**src/rtl/irq_arb_pkg.sv**
```systemverilog
// Package: shared constants and types for the interrupt request arbiter.
package irq_arb_pkg;
    localparam int VEC_W = 8;
    typedef logic [VEC_W-1:0] vec_t;
    localparam vec_t STEP_VEC = vec_t'(1);
    localparam vec_t NMI_VEC  = vec_t'(2);

    // Source chosen at a boundary, in descending priority
    typedef enum logic [1:0] {
        SRC_NONE = 2'd0,
        SRC_STEP = 2'd1,
        SRC_NMI  = 2'd2,
        SRC_MASK = 2'd3
    } irq_src_e;
endpackage

```
**src/rtl/irq_sync.sv**
```systemverilog
// Module: irq_sync
// Multi-stage synchroniser for one asynchronous level.
// Assumes STAGES >= 1; reset clears every stage to low.
module irq_sync #(
    parameter int STAGES = 2
) (
    input  logic clk,
    input  logic rst_n,
    input  logic d_i,
    output logic q_o
);
    logic [STAGES-1:0] stage_q;

    for (genvar i = 0; i < STAGES; i++) begin : g_stage
        if (i == 0) begin : g_first
            // First flop captures the raw input
            always_ff @(posedge clk) begin
                if (!rst_n) stage_q[0] <= 1'b0;
                else        stage_q[0] <= d_i;
            end
        end else begin : g_next
            // Later flops resolve metastability
            always_ff @(posedge clk) begin
                if (!rst_n) stage_q[i] <= 1'b0;
                else        stage_q[i] <= stage_q[i-1];
            end
        end
    end

    assign q_o = stage_q[STAGES-1];
endmodule

```
**src/rtl/nmi_qualifier.sv**
```systemverilog
// Module: nmi_qualifier
// Turns a synchronised level into one event per qualified rising edge.
// The level must be low LOW_MIN clocks before the edge. The event fires
// in the HIGH_MIN-th high clock. Assumes HIGH_MIN >= 2.
module nmi_qualifier #(
    parameter int LOW_MIN  = 4,
    parameter int HIGH_MIN = 4
) (
    input  logic clk,
    input  logic rst_n,
    input  logic lvl_i,
    output logic fire_o
);
    localparam int LIM   = (LOW_MIN > HIGH_MIN) ? LOW_MIN : HIGH_MIN;
    localparam int CNT_W = $clog2(LIM + 1);
    localparam logic [CNT_W-1:0] LO_LIM  = CNT_W'(LOW_MIN);
    localparam logic [CNT_W-1:0] HI_LAST = CNT_W'(HIGH_MIN - 1);

    logic             prev_q;
    logic             armed_q;
    logic [CNT_W-1:0] lo_cnt_q;
    logic [CNT_W-1:0] hi_cnt_q;

    assign fire_o = lvl_i & prev_q & armed_q & (hi_cnt_q == HI_LAST);

    // Track low-run and high-run lengths around each edge
    always_ff @(posedge clk) begin
        if (!rst_n) begin
            prev_q   <= 1'b0;
            armed_q  <= 1'b0;
            lo_cnt_q <= '0;
            hi_cnt_q <= '0;
        end else begin
            prev_q <= lvl_i;
            if (!lvl_i) begin
                lo_cnt_q <= (lo_cnt_q == LO_LIM) ? lo_cnt_q : lo_cnt_q + 1'b1;
                hi_cnt_q <= '0;
                armed_q  <= 1'b0;
            end else if (!prev_q) begin
                armed_q  <= (lo_cnt_q >= LO_LIM);
                hi_cnt_q <= CNT_W'(1);
                lo_cnt_q <= '0;
            end else begin
                lo_cnt_q <= '0;
                if (armed_q) hi_cnt_q <= hi_cnt_q + 1'b1;
                if (fire_o)  armed_q  <= 1'b0;
            end
        end
    end


    single_fire_chk: assert property (@(posedge clk) disable iff (!rst_n)
        fire_o |=> !fire_o);
endmodule

```
**src/rtl/nmi_track.sv**
```systemverilog
// Module: nmi_track
// Holds the non-maskable request, the in-handler window and one pending slot.
// Assumes take_i is raised only while req_o is high and busy_o is low.
module nmi_track (
    input  logic clk,
    input  logic rst_n,
    input  logic evt_i,
    input  logic take_i,
    input  logic iret_i,
    output logic req_o,
    output logic busy_o
);
    logic pend_q;

    // Route events into request or pending slot; open and close the window
    always_ff @(posedge clk) begin
        if (!rst_n) begin
            req_o  <= 1'b0;
            busy_o <= 1'b0;
            pend_q <= 1'b0;
        end else if (take_i) begin
            req_o  <= 1'b0;
            busy_o <= 1'b1;
            pend_q <= evt_i;
        end else if (iret_i && busy_o) begin
            busy_o <= 1'b0;
            req_o  <= pend_q | evt_i;
            pend_q <= 1'b0;
        end else if (evt_i) begin
            if (busy_o) pend_q <= 1'b1;
            else        req_o  <= 1'b1;
        end
    end


    pend_in_window_chk: assert property (@(posedge clk) disable iff (!rst_n)
        pend_q |-> busy_o);
endmodule

```
**src/rtl/irq_arbiter.sv**
```systemverilog
// Module: irq_arbiter (top)
// Chooses at each boundary between single-step, non-maskable and maskable
// entry. Runs the two-cycle acknowledge handshake for maskable requests.
// Assumes boundary_i, iret_i and ack_done_i are one-cycle strobes and the
// core clears its enable and trap flags on take_o.
module irq_arbiter
    import irq_arb_pkg::*;
#(
    parameter int SYNC_STAGES  = 2,
    parameter int NMI_LOW_MIN  = 4,
    parameter int NMI_HIGH_MIN = 4
) (
    input  logic       clk,
    input  logic       rst_n,
    input  logic       mask_req_i,
    input  logic       nmi_req_i,
    input  logic       trap_flag_i,
    input  logic       int_en_i,
    input  logic       boundary_i,
    input  logic       iret_i,
    input  logic       halted_i,
    input  logic       ack_done_i,
    input  logic [7:0] ack_data_i,
    output logic       take_o,
    output logic [7:0] vector_o,
    output logic       ack_req_o,
    output logic       halt_exit_o
);
    logic     mask_lvl, nmi_lvl, nmi_evt;
    logic     nmi_req, nmi_busy;
    logic     ack_first_q;
    irq_src_e src;

    irq_sync #(.STAGES(SYNC_STAGES)) u_mask_sync (
        .clk(clk), .rst_n(rst_n), .d_i(mask_req_i), .q_o(mask_lvl));
    irq_sync #(.STAGES(SYNC_STAGES)) u_nmi_sync (
        .clk(clk), .rst_n(rst_n), .d_i(nmi_req_i), .q_o(nmi_lvl));

    nmi_qualifier #(.LOW_MIN(NMI_LOW_MIN), .HIGH_MIN(NMI_HIGH_MIN)) u_qual (
        .clk(clk), .rst_n(rst_n), .lvl_i(nmi_lvl), .fire_o(nmi_evt));

    nmi_track u_track (
        .clk(clk), .rst_n(rst_n), .evt_i(nmi_evt), .take_i(src == SRC_NMI),
        .iret_i(iret_i), .req_o(nmi_req), .busy_o(nmi_busy));

    // Priority pick at an accepted boundary
    always_comb begin
        src = SRC_NONE;
        if (boundary_i && !ack_req_o) begin
            if (trap_flag_i)                              src = SRC_STEP;
            else if (nmi_req)                             src = SRC_NMI;
            else if (mask_lvl && int_en_i && !nmi_busy)   src = SRC_MASK;
        end
    end

    // Take pulse, held vector and acknowledge handshake
    always_ff @(posedge clk) begin
        if (!rst_n) begin
            take_o      <= 1'b0;
            vector_o    <= '0;
            ack_req_o   <= 1'b0;
            ack_first_q <= 1'b0;
        end else begin
            take_o <= 1'b0;
            case (src)
                SRC_STEP: begin take_o <= 1'b1; vector_o <= STEP_VEC; end
                SRC_NMI:  begin take_o <= 1'b1; vector_o <= NMI_VEC;  end
                SRC_MASK: begin ack_req_o <= 1'b1; ack_first_q <= 1'b0; end
                default: begin
                    if (ack_req_o && ack_done_i) begin
                        if (!ack_first_q) begin
                            ack_first_q <= 1'b1;
                        end else begin
                            ack_first_q <= 1'b0;
                            ack_req_o   <= 1'b0;
                            take_o      <= 1'b1;
                            vector_o    <= ack_data_i;
                        end
                    end
                end
            endcase
        end
    end

    // Resume a halted core on a serviceable request
    assign halt_exit_o = halted_i & (nmi_req | (mask_lvl & int_en_i & ~nmi_busy));


    ack_hold_chk: assert property (@(posedge clk) disable iff (!rst_n)
        (ack_req_o && !ack_done_i) |=> ack_req_o);

    nmi_entry_chk: assert property (@(posedge clk) disable iff (!rst_n)
        (src == SRC_NMI) |=> (take_o && vector_o == NMI_VEC && nmi_busy));

    step_first_chk: assert property (@(posedge clk) disable iff (!rst_n)
        (src == SRC_STEP) |=> (take_o && vector_o == STEP_VEC));

    window_block_chk: assert property (@(posedge clk) disable iff (!rst_n)
        nmi_busy |=> !$rose(ack_req_o));

    bnd_ignored_chk: assert property (@(posedge clk) disable iff (!rst_n)
        (ack_req_o && boundary_i && !ack_done_i) |=> !take_o);
endmodule

```
**config.mk**
```make
export PLATFORM = sky130hd
export DESIGN_NAME = irq_arbiter
export DESIGN_NICKNAME = d
export VERILOG_FILES = /design/src/rtl/irq_arb_pkg.sv /design/src/rtl/irq_sync.sv /design/src/rtl/nmi_qualifier.sv /design/src/rtl/nmi_track.sv /design/src/rtl/irq_arbiter.sv
export SDC_FILE = /design/constraint.sdc
export NUM_CORES = 1
export LEC_CHECK = 0
export BUFFER_PORTS_ARGS = -buffer_cell sky130_fd_sc_hd__buf_2
export CORE_UTILIZATION = 25
export CTS_CLUSTER_SIZE = 40
export DETAILED_ROUTE_END_ITERATION = 12
export PLACE_DENSITY = 0.54
export SLEW_MARGIN = 10
export SYNTH_ARGS = -nofsm -noshare
export SYNTH_HDL_FRONTEND = slang
export SYNTH_HIERARCHICAL = 1
export SYNTH_SLANG_ARGS = --single-unit
```
**constraint.sdc**
```tcl
create_clock -name clk -period 2.6 [get_ports clk]
set_input_delay 0.52 -clock clk [delete_from_list [all_inputs] [get_ports clk]]
set_output_delay 0.52 -clock clk [all_outputs]
set_load 0.01 [all_outputs]
```
; Yosys cells after proc, flatten, opt, wreduce, memory -nomap -nowiden
; Index checks and enable logic that the tools add are counted.
; W data, S select, Z words.
[op_classes]
n_addsub = 2
multipliers = 0
div_mod_pow = 0
n_lt_le_gt_ge = 1
n_eq_ne = 8
n_shift = 0
mux = 29
n_bitwise = 12
reduce_logical = 25
[op_table]
columns = op, count
row1 = $pmux W8 S3, 1
row2 = $mux W1, 19
row3 = $mux W8, 2
row4 = $reduce_bool A3 Y1, 4
row5 = $reduce_and A3 Y1, 3
row6 = $mux W2, 4
row7 = $reduce_and A2 Y1, 4
row8 = $reduce_bool A2 Y1, 4
row9 = $add A3 B1 Y3 const B, 2
row10 = $and A1 B1 Y1, 6
row11 = $pmux W1 S2, 3
row12 = $reduce_or A2 Y1, 3
row13 = $logic_and A1 B1 Y1, 5
row14 = $eq A2 B2 Y1 const B, 2
row15 = $ne A2 B2 Y1 const B, 2
row16 = $not A1 Y1, 4
row17 = $eq A3 B2 Y1 const B, 1
row18 = $eq A3 B3 Y1 const B, 1
row19 = $ge A3 B3 Y1 const B, 1
row20 = $eq A2 B1 Y1 const B, 1
row21 = $logic_not A1 Y1, 2
row22 = $ne A2 B1 Y1 const B, 1
row23 = $or A1 B1 Y1, 2
[word_totals]
ff_bits = 26
latchBits = 0
ram_bits = 0
romBits = 0
in_bits = 18
out_inout_bits = 11
wordCells = 93
n_memories = 0

; Longest topological paths before layout
; Gate-level depths: netlist (run 1).
[logic_depth]
ltp_word = 10
mapped_depth = 9
mapped_depth_nobuf = 8

; Cells and area by module
; Netlist (run 1), hierarchy kept.
[by_module_without_submodules]
columns = mod, n_inst, cells_each, area_each_um2
row1 = irq_arbiter, 1, 72, 613.1
row2 = nmi_qualifier, 1, 39, 380.4
row3 = nmi_track, 1, 14, 125.1
row4 = irq_sync, 2, 4, 52.6

; Worst setup path after synthesis (run 1)
; No wires, ideal clock.
[synth_timing]
kind = input to register
from = input port boundary_i
to = register vector_o[0]
arrival_time_ns = 2.026
required_time_ns = 2.481
path_slack_ns = 0.455
stages = 8
path_cell_list = or2b_1 -> nor2_1 -> or2b_1 -> ha_1 -> clkbuf_1 -> mux2_2 -> nand2_1 -> mux2i_1
[synth_via]
elab_chain_cells = 5
word_cells_on_any_way = 10
classes_between = eq/ne (3) / mux (2) / bitwise (1) / reduce/logical (4)
[synth_rtl]
columns = item, line
row1 = start: declaration, irq_arbiter.sv:19  ; input logic boundary_i,
row2 = $logic_and A1 B1 Y1 *, irq_arbiter.sv:49  ; if (boundary_i && !ack_req_o) begin
row3 = $mux W2 *, irq_arbiter.sv:49
row4 = $eq A2 B1 Y1 or $eq A2 B2 Y1 (tied branches), irq_arbiter.sv:65  ; case (src)
row5 = $reduce_bool A3 Y1 (no source line) or $not A1 Y1 (tied branches), n/a
row6 = $reduce_and A3 Y1 (no source line), n/a
row7 = end signal: assignment, irq_arbiter.sv:77  ; vector_o <= ack_data_i;
row8 = end: declaration, irq_arbiter.sv:25  ; output logic [7:0] vector_o,
; Mark *: on every way between the ends. The rest lies on a longest branch, timed or not.
; A chain may end at the register's enable or synchronous reset.

; Worst setup path in the final report (run 1)
[layout_timing]
from = input port boundary_i
to = register vector_o[2]
; Same word-level chain as after synthesis.

==> metrics.md, run 1 <==
| Metric | Value |
|---|---|
| WL final | 2410 um |
| Die area | 5180 um^2 |
| Clock Path Buffers | 2 |
| Leakage power | 0.692 nW |
| Initial DRT Pass Iterations | 6 |
| Max frequency | a little under 500 MHz |
| FP Rows | 25 |
| Post-CTS Resized | 0 |
| Via/cell ratio | 4.15 |
| Skew final | 4.69 ps |
| Setup bufs post-CTS | 0 |
| Max stage delay on crit path | 450 ps |
| Power share of the clock group | between 40% and 50% |
| TritonCTS clock tree | done |
| Total gr overflow | 0 |
| # clock sinks | 26 |
| CP most frequent cell | or2b_1 |
| Die X-Extent | 72.0 um |
| Num ports | 29 |
| Min Tclk post-route | a little over 2000 ps |
| Fill cells | 507 |
| Hold bufs inserted after CTS | 0 |
| Final Hold Violating Endpoints | 0 |
| P&R area growth vs syn | 23.2% |
| DRT antenna net count | 0 |
| Max Slew Vio Count | 0 |
| Placed Instances | 226 |
| Sequential share of power | 50.1% |
| Worst VDD drop | 0.207 mV |
| Drt wl/cell | about 10 um |
| Comb pwr share | under 10% |
| Yosys cell types | 34 |
| CP endpoint kind | register |
| Synthesized cell area | 1220 um^2 |
| Drt drc | 0 |
| Clk slew on worst S/H paths | about 100 ps |
| Commonest non-fill, non-tap cells in the layout | 28 x buf_2, 26 x dfxtp_1, 19 x nand2_1 |
| Chip height | 72.0 um |
| Cell count after synthesis | approximately 130 |
| Total power draw | 0.834 mW |
| Sw Share | 21.4% |
| Seq/Total Area, Yosys | 42.5% |
| Ys Warns | 6 |
| CP Max Fanout | 8 |
| First-pass GRT wire length | 4090 um |
| Post-DP HPWL | 1810 um |
| Final setup TNS | 0 ps |
| Drt initial violations | 84 |
| Unrepaired setup endpoints after global routing | false |
| Data arrival, critical path | 2220 ps |
| Initial antenna violation count | 0 |
| Layout cell share with drive strength beyond 1 | 24.5% |
| Hold Crit Depth | 1 |
| Non-Filler Instances | 230 |
| Crit Path Class | primary input to register |
| Final period util | approximately 80% |
| Hold Path Class | register to register |
| Outcome | finished, final reports clean |
| Transition time of the tightest slew-check pin | roughly 450 ps |
| Total track usage | 10.2% |
| Initial Utilization | approximately a quarter |
| H-tree levels | 1 |
| GPL Wtd Cong | 0.674 |
| Total CTS buffers | 3 |
| Synthesized area per cell | about 9.2 um^2 |
| Maxcap violations | 0 |
| Worst r2r path cells | 6 |
| CORE AREA | 4720 um^2 |
| Largest net degree at the start of global routing | 23 |
| Critical-path cell list | buf_2 > or2b_1 > nor2_1 > or2b_1 > inv_1 > ha_1 > a221oi_1 > a211o_1 > mux2i_1 |
| Slew HR | 69.9% |
| Syn nets | 159 |
| Number of global-route vias before repair | 882 |
| Commonest non-fill, non-tap cell in the layout | buf_2 |
| Crit-path slowest cell | a211o_1 |
| #FFs+latches synth | 26 |
| Root Driver | clkbuf_8 |
| WP data required | ~2800 ps |
| Startpoint types | primary input |
| Port bufs | 28 |
| Layout net count | 190 |
| P_int | around 0.66 mW |
| Clock latency on the worst-skew pair | 270 ps |
| Endpoints failing setup | 0 |
| PwrDens | 553 nW/um^2 |
| Vias | 954 |
| Sw Pwr | 0.179 mW |
| Antenna cells | 0 |
==> cells by family after synthesis <==
logic type	share of synthesized area [%]
AOI/OAI and AO/OA	12.8
xor gates and xnor gates	0.716
adders and majority gates	8.18
buffers and inverters	4.91
DFF	42.5
muxes	9.20
and+or+nand+nor	21.7
==> stage by stage <==
step                worst slack, ps  area (um^2)  hold slack [ps]  utilization (%)
detailed placement              229         1440              420             30.4
floorplan                       455         1220              412                -
finish                          525         1510              444             31.9
global placement                220         1440              419             30.4
global route                    353         1510              427             31.9
CTS                             490         1510              440             31.9
==> critical path: cells and delay by family <==
family | cells | cell delay (ps)
multiplexers | 1 | 180
adder cells (fa/ha/maj) | 1 | 220
AND/OR/NAND/NOR | 3 | 620
buffers and inverters | 2 | 170
AO/OA/AOI/OAI | 2 | 520
==> power groups by stage <==
stage	logic, mW	clock network [mW]	registers, mW
after global routing	0.0915	0.367	0.420
after global placement	0.0809	0	0.427
after floorplan	0.0503	0	0.427
after detailed placement	0.0811	0	0.427
final	0.0801	0.337	0.418
after CTS	0.0818	0.350	0.418
==> layer usage <==
layer | GRT usage, % | part of all wire [%] | vias up
met4 | 3.92 | 1.3 | 0
met5 | 0 | 0 | -
met3 | 2.22 | 2.6 | 2
li1 | - | - | 509
met2 | 14.9 | 42 | 21
met1 | 14.6 | 54 | 422
==> cell usage after synthesis <==
cell type	instances	share of area [%]
a21oi_1	8	3.3
o311ai_0	1	0.72
a31oi_1	1	0.51
nand2_1	19	5.8
or2b_1	2	1.2
nor2_1	4	1.2
and2_1	4	2.0
a211oi_2	1	1.0
o21ai_0	3	1.2
a221oi_1	1	0.72
nor2b_1	3	1.5
a21boi_0	3	1.8
a211o_1	1	0.72
a21o_2	1	0.72
nor3_2	1	0.82
mux2i_1	9	7.4
buf_4	1	0.61
nand4_1	1	0.51
xnor2_1	1	0.72
o22ai_1	1	0.51
clkbuf_1	2	0.61
nor3_1	3	1.2
a311oi_1	1	0.72
ha_1	8	8.2
a21bo_2	1	0.82
and3b_1	1	0.72
nand2b_1	7	3.6
and4_1	1	0.72
dfxtp_1	26	43
mux2_2	2	1.8
nand3_1	4	1.6
inv_1	9	2.8
buf_6	1	0.92
nand3b_1	1	0.61
==> registers in the layout (all words and copies together) (netlist names) <==
name and flops:
u_mask_sync/q_o 1, u_track/pend_q 1, u_qual/armed_q 1, u_nmi_sync/q_o 1, u_qual/hi_cnt_q 3, u_track/busy_o 1
vector_o 8, u_nmi_sync/stage_q 1, u_mask_sync/stage_q 1, ack_first_q 1, take_o 1, u_qual/lo_cnt_q 3
ack_req_o 1, u_qual/prev_q 1, u_track/req_o 1
==> path summary, 6_finish.rpt <==
path | from | to | slack (ps)
min | u_nmi_sync/stage_q[0] | u_nmi_sync/q_o | 440
max reg2reg | u_track/busy_o | vector_o[2] | 540
min reg2reg | u_nmi_sync/stage_q[0] | u_nmi_sync/q_o | 440
max | boundary_i | vector_o[2] | 530
==> cell type report <==
type / count / area [um^2] / area share, %
repair buffers: 30 / 155 / 10.3
flip-flops and latches: 26 / 520 / 34.5
clock buffers: 3 / 41.3 / 2.74
inverters: 9 / 33.8 / 2.24
multi-input cells: 94 / 643 / 42.7
clock inverters: 1 / 30.0 / 1.99
well taps: 67 / 83.8 / 5.56
No activity file was read; power rests on OpenSTA's default activity.
==> run 2, diff against run 1 <==
- ABC_AREA: default -> 1
- clock period: 2.6 -> 2.15 ns (I/O delays scaled with it)
==> run 2 against run 1 <==
Effect of this change:
- clock power fell by 7.4%
- first-iteration DRC count is 55% lower
- synthesized area rose by 7.1%
- critical endpoint is now ack_req_o
- clock skew rose by 5.0 ps
- routed wire length decreased by 1.6%
- worst setup slack worse by 220 ps
- sequential power up 22%
- die area up 6.9%
==> metrics.md, run 2 <==
| Metric | Value |
|---|---|
| Non-Filler Instances | 283 (+23%) |
| Critical-path cell list | nor2_2 > nand2_2 > nor2_1 > inv_1 > ha_1 > inv_1 > o21ai_0 > o21ai_0 > a21oi_1 |
| #FFs+latches synth | 26 (unchanged) |
| Hold bufs inserted after CTS | 0 (unchanged) |
| Total CTS buffers | 3 (unchanged) |
| P&R area growth vs syn | 19.5% |
| Antenna cells | 0 (unchanged) |
| EDFF count, synth | 0 (unchanged) |
| Comb pwr share | 12.6% (+3.0 points) |
| Drt wl/cell | 8.37 um (-20%) |
| Hold Crit Depth | 3 (+2) |
| Initial antenna violation count | 0 (unchanged) |
| Post-DP HPWL | 1810 um (+0.20%) |
| Port bufs | 28 (unchanged) |
| Die area | 5530 um^2 (+6.9%) |
| Power share of the clock group | 33.2% (-7.1 points) |
| Total gr overflow | 0 (unchanged) |
| Post-CTS Resized | 0 (unchanged) |
| CP Max Fanout | 6 (-2) |
| Placed Instances | 279 (+23%) |
| DRT antenna net count | 0 (unchanged) |
| Chip height | 74.4 um (+3.4%) |
| Layout cell share with drive strength beyond 1 | 21.8% (-2.8 points) |
| Startpoint types | register |
| Synthesized cell area | 1310 um^2 (+7.1%) |
| Maxcap violations | 0 (unchanged) |
| FP Rows | 25 (unchanged) |
| Initial DRT Pass Iterations | 4 (-2) |
| Yosys top cell area share | 39.7% (-2.8 points) |
| Clk slew on worst S/H paths | 90 ps (about the same) |
| Top cells by count, synth | 47 x nand2_1, 32 x inv_1, 26 x dfxtp_1, 24 x nor2_1, 12 x a21oi_1 |
| Asr flop ratio synth | 0% (unchanged) |
| Beginning of the worst hold path | mask_req_i |
| WP data required | 2320 ps (-430 ps) |
| Crit Path Class | register to register |
| Leakage power | 0.803 nW (+16%) |
| Outcome | finished, final reports clean |
| Clock Path Buffers | 2 (unchanged) |
| Largest cells by area after synthesis | dfxtp_1 40%, nand2_1 13%, inv_1 9.2% |
| WL final | 2370 um (-1.6%) |
| Post-Synth Simple-Gate Area | 28.5% (+6.8 points) |
| Synthesized area per cell | 7.04 um^2 (-23%) |
| Unrepaired setup endpoints after global routing | false |
| Worst hold slack | 339 ps (-106 ps) |
| TritonCTS clock tree | done |
| Commonest non-fill, non-tap cells in the layout | 47 x nand2_1, 32 x inv_1, 28 x buf_2 |
| Sequential share of power | 54.2% (+4.1 points) |
| Transition time of the tightest slew-check pin | 345 ps (-106 ps) |
| Final setup TNS | 0 ps (unchanged) |
| Worst Hold End | u_mask_sync/stage_q[0] |
| Largest family of logic cells by synthesized area | simple AND/OR/NAND/NOR gates |
| Max frequency | between 500 and 600 MHz |
| Number of global-route vias before repair | 1,024 (+16%) |
| Synth area leader | dfxtp_1 |
| Num ports | 29 (unchanged) |
| Biggest regs | vector_o x8, u_qual/hi_cnt_q x3, u_qual/lo_cnt_q x3 |
| Drt initial violations | 38 (-55%) |
| Drt drc | 0 (unchanged) |
| Min Tclk post-route | around 1800 ps |
| Total track usage | 9.81% (-0.39 points) |
| GPL Wtd Cong | 0.738 (+9.4%) |
| Cell count after synthesis | 186 (+40%) |
| First-pass GRT wire length | 4180 um (+2.2%) |
| Util after Layout | 32.1% (+0.16 points) |
| Endpoints failing setup | 0 (unchanged) |
| Clock latency on the worst-skew pair | 270 ps (about the same) |
| Root Driver | clkbuf_8 |
| Final Hold Violating Endpoints | 0 (unchanged) |
| CORE AREA | 4880 um^2 (+3.3%) |
| P_int | 0.713 mW (+8.6%) |
| Most flops, register | vector_o |
| Synth Area in Compound Gates | 10.2% (-2.6 points) |
| Largest net degree at the start of global routing | 19 (-17%) |
| Crit-path slowest cell | ha_1 |
| Slew HR | 77.0% (+7.1 points) |
| PwrDens | 601 nW/um^2 (+8.5%) |
| Worst VDD drop | 0.346 mV (+67%) |
| Layout net count | 243 (+28%) |
| Skew final | 9.68 ps (+5.00 ps) |
| Data arrival, critical path | 2010 ps (-210 ps) |
| FF-to-FF End | ack_req_o |
| CP endpoint kind | register |
| Multiplexer area fraction after synthesis | 1.53% (-7.7 points) |
| Adder-cell area share of the yosys netlist | 7.64% (-0.54 points) |
| Die X-Extent | 74.4 um (+3.4%) |
| Reg2reg setup slack | 310 ps (-230 ps) |
| # clock sinks | 26 (unchanged) |
| Vias | 1,143 (+20%) |
| Yosys cell types | 19 (-44%) |
| Max stage delay on crit path | 380 ps (-70 ps) |
| Syn nets | 212 (+33%) |
| Initial Utilization | 26.8% (+0.94 points) |
| Final period util | 85.7% |
| Via/cell ratio | 4.04 (-2.6%) |
| Sw Pwr | 0.228 mW (+28%) |
| Commonest non-fill, non-tap cell in the layout | nand2_1 |
| XOR/XNOR Fraction of Synth Area | 0% (-0.72 points) |
| Sw Share | 24.2% (+2.8 points) |
| Largest register FFs | 8 (unchanged) |
| Max Slew Vio Count | 0 (unchanged) |
| Ys Warns | 6 (unchanged) |
| Setup bufs post-CTS | 0 (unchanged) |
| Hold Path Class | primary input to register |
| Commonest register cell after synthesis | dfxtp_1 |
| Seq/Total Area, Yosys | 39.7% (-2.8 points) |
| Worst r2r path cells | 9 (+3) |
| Reg2Reg Launch Point | ack_req_o |
| H-tree levels | 1 (unchanged) |
| Most frequent cell after synthesis | nand2_1 |
[run 2: cells by family (layout without fill, tap and decap cells)]
kind of cell | Yosys count | count (layout)
compound gates | 23 | 23
buf+inv | 37 | 67
simple gates | 90 | 90
flops | 26 | 26
fa+ha+maj | 8 | 8
mux | 2 | 2
[run 2: layout make-up]
type,count,area [um^2]
Clock buffer,4,55.1
Fill cell,552,3310
Inverter,33,124
Multi-Input combinational cell,123,627
Sequential cell,26,520
Tap cell,67,83.8
Timing Repair Buffer,30,155
[run 2: layer usage]
metal  global-route usage [%]  vias to the layer above  share of wire (%)
met3                     2.85                        2                6.5
met4                     3.14                        0               0.97
li1                         -                      624                  -
met5                        0                        -                  0
met2                     15.4                       29                 40
met1                     12.9                      488                 52
[run 2: stage by stage]
stage	instance area, um^2	power (mW)	worst slack [ps]
floorplan	1310	0.603	277
global placement	1510	0.640	140
detailed placement	1510	0.640	98.7
CTS	1570	0.964	257
global route	1570	1.01	74.8
finish	1570	0.940	307
[run 2: critical path: cells and delay by family (launching register included)]
family                     cells  cell delay, ps
and+or+nand+nor                3             420
AOI/OAI and AO/OA              3             390
adders and majority gates      1             380
DFF                            1             350
buffers and inverters          2             210
[run 2: power by group through the flow]
stage / registers [mW] / logic (mW) / clock network (mW)
floorplan: 0.523 / 0.0798 / 0
finish: 0.510 / 0.118 / 0.312
detailed placement: 0.522 / 0.119 / 0
global route: 0.513 / 0.137 / 0.355
global placement: 0.521 / 0.118 / 0
CTS: 0.510 / 0.120 / 0.334
[run 2: worst max path at each step]
| stage | cells after the start | to | from | slack (ps) |
|---|---|---|---|---|
| floorplan | 11 | ack_req_o | boundary_i | 280 |
| global placement | 13 | vector_o[2] | int_en_i | 140 |
| detailed placement | 11 | ack_req_o | boundary_i | 100 |
| CTS | 9 | ack_req_o | ack_req_o | 260 |
| global route | 11 | vector_o[3] | ack_req_o | 70 |
| finish | 9 | ack_req_o | ack_req_o | 310 |
==> run 3, diff against run 2 <==
- ABC_AREA: 1 -> 0
==> run 3 against run 2 <==
Effect of this change:
- routed wire length increased by 2.5%
- sequential cell count unchanged
- hold slack better by 23 ps
- die area fell by 6.4%
- largest cell class unchanged
==> metrics.md, run 3 (same netlist as run 1, synthesis figures left out) <==
| Metric | Value |
|---|---|
| Outcome | finished, final reports clean |
| Biggest regs | vector_o x8, u_qual/hi_cnt_q x3, u_qual/lo_cnt_q x3 |
| Clock Path Buffers | 2 (unchanged) |
| Max Slew Vio Count | 0 (unchanged) |
| WL final | 2430 um (+2.5%) |
| Drt initial violations | 49 (+29%) |
| Startpoint types | register |
| Util after Layout | 32.6% (+0.48 points) |
| FF/Latch Area | 520 um^2 (unchanged) |
| Critical-path cell list | or2b_1 > nor2_1 > or2b_1 > inv_1 > ha_1 > a221oi_1 > a211o_2 > mux2i_1 |
| CP most frequent cell | or2b_1 |
| CP endpoint kind | register |
| Max stage delay on crit path | 430 ps (+50 ps) |
| PwrDens | 600 nW/um^2 (-0.18%) |
| Fill cells | 501 (-9.2%) |
| Leakage power | 0.716 nW (-11%) |
| Final period util | 92.2% (+6.5 points) |
| P&R area growth vs syn | 25.7% |
| Post-DP HPWL | 1760 um (-2.6%) |
| Root Driver | clkbuf_8 |
| Multi-input logic area | 644 um^2 (+2.8%) |
| FP Rows | 25 (unchanged) |
| Antenna cells | 0 (unchanged) |
| Port bufs | 28 (unchanged) |
| Vias | 977 (-15%) |
| Die area | 5180 um^2 (-6.4%) |
| Chip height | 72.0 um (-3.3%) |
| Layout net count | 196 (-19%) |
| Total CTS buffers | 3 (unchanged) |
| Crit-path slowest cell | a211o_2 |
| Clk slew on worst S/H paths | 90 ps (about the same) |
| Most flops, register | vector_o |
| Final Hold Violating Endpoints | 0 (unchanged) |
| Clock latency on the worst-skew pair | 260 ps (about the same) |
| Initial DRT Pass Iterations | 6 (+2) |
| Num ports | 29 (unchanged) |
| WP data required | 2310 ps (about the same) |
| Reg2Reg Launch Point | ack_req_o |
| Hold Crit Depth | 2 (-1) |
| DRT antenna net count | 0 (unchanged) |
| TritonCTS clock tree | done |
| Via/cell ratio | 4.14 (+2.5%) |
| # clock sinks | 26 (unchanged) |
| Bufs and invs on worst path | 1 (-1) |
| Total track usage | 9.91% (+0.11 points) |
| CP Max Fanout | 8 (+2) |
| Drt drc | 0 (unchanged) |
| Maxcap violations | 0 (unchanged) |
| Beginning of the worst hold path | nmi_req_i |
| Hold Path Class | primary input to register |
| Max frequency | 504 MHz (-7.1%) |
| Setup bufs post-CTS | 0 (unchanged) |
| Cell family with most CP delay | simple AND/OR/NAND/NOR gates |
| Die X-Extent | 72.0 um (-3.3%) |
| Data arrival, critical path | 2140 ps (+130 ps) |
| Endpoints failing setup | 0 (unchanged) |
| Largest net degree at the start of global routing | 24 (+5) |
| Commonest non-fill, non-tap cells in the layout | 28 x buf_2, 26 x dfxtp_1, 19 x nand2_1 |
| Largest register FFs | 8 (unchanged) |
| Commonest non-fill, non-tap cell in the layout | buf_2 |
| CORE AREA | 4720 um^2 (-3.2%) |
| GPL Wtd Cong | 0.689 (-6.6%) |
| Total gr overflow | 0 (unchanged) |
| Min Tclk post-route | 1980 ps (+141 ps) |
| Initial Utilization | 25.9% (-0.94 points) |
| Worst Hold End | u_nmi_sync/stage_q[0] |
| First-pass GRT wire length | 3970 um (-5.0%) |
| Reg2reg setup slack | 170 ps (-140 ps) |
| Drt wl/cell | 10.3 um (+23%) |
| Layout cell share with drive strength beyond 1 | 27.8% (+6.1 points) |
| Skew final | 5.54 ps (-4.14 ps) |
| Crit Path Class | register to register |
| H-tree levels | 1 (unchanged) |
| Initial antenna violation count | 0 (unchanged) |
| Transition time of the tightest slew-check pin | 392 ps (+47.0 ps) |
| Worst r2r path cells | 8 (-1) |
| Slew HR | 73.9% (-3.1 points) |
| FF-to-FF End | vector_o[3] |
| Unrepaired setup endpoints after global routing | false |
| Number of global-route vias before repair | 897 (-12%) |
| Total power draw | 0.922 mW (-1.9%) |
| Worst VDD drop | 0.276 mV (-20%) |
## run 3: changes by cell type in the layout (fill, tap and decap cells not counted), moves of 5 or more
cell	before	now
nand2_1	47	19
mux2i_1	2	9
nand2_2	5	0
nand3_1	9	4
inv_1	32	9
nand2b_1	0	7
nor2_1	24	4
buf_4	2	8
## run 3: worst max path at each step
stage | from | to | slack [ps] | cells after the start
2_1_floorplan | boundary_i | vector_o[0] | 100 | 8
3_3_place_gp | boundary_i | vector_o[2] | -70 | 9
3_5_place_dp | boundary_i | vector_o[2] | -100 | 9
4_1_cts | u_track/busy_o | vector_o[1] | 90 | 8
5_1_grt | ack_req_o | vector_o[5] | 30 | 8
6_report | ack_req_o | vector_o[3] | 170 | 8
## run 3: what timing repair did
action	in CTS	in global routing
setup endpoints to repair	0	8
resized for setup	0	1
hold buffers	0	0
## run 3: per-layer routing
layer	wire [um]	vias up	track usage, %
li1	-	523	-
met1	1290	429	13.7
met2	1010	23	14.5
met3	92	2	2.50
met4	38	0	4.58
met5	0	-	0
## run 3: layout make-up
cell class,count,share of cell area (%)
well taps,67,5.45
flip-flops and latches,26,33.8
repair buffers,36,13.0
multi-input cells,94,41.9
inverters,9,2.20
clock buffers,4,3.58
## run 3: per-stage QoR
stage / hold WS [ps] / worst slack [ps] / instances / area [um^2] / setup TNS (ps)
final: 362 / 167 / 236 / 1540 / 0
after detailed placement: 424 / -97.3 / 232 / 1480 / -717
after floorplan: 412 / 95.3 / 133 / 1220 / 0
after CTS: 356 / 86.8 / 236 / 1540 / 0
after global routing: 355 / 30.6 / 236 / 1540 / 0
after global placement: 427 / -68.6 / 232 / 1480 / -534
## run 3: power by group
group          internal, mW  total (mW)  switching (mW)
Combinational        0.0543       0.104          0.0493
Sequential            0.495       0.505          0.0100
Clock                 0.163       0.313           0.150
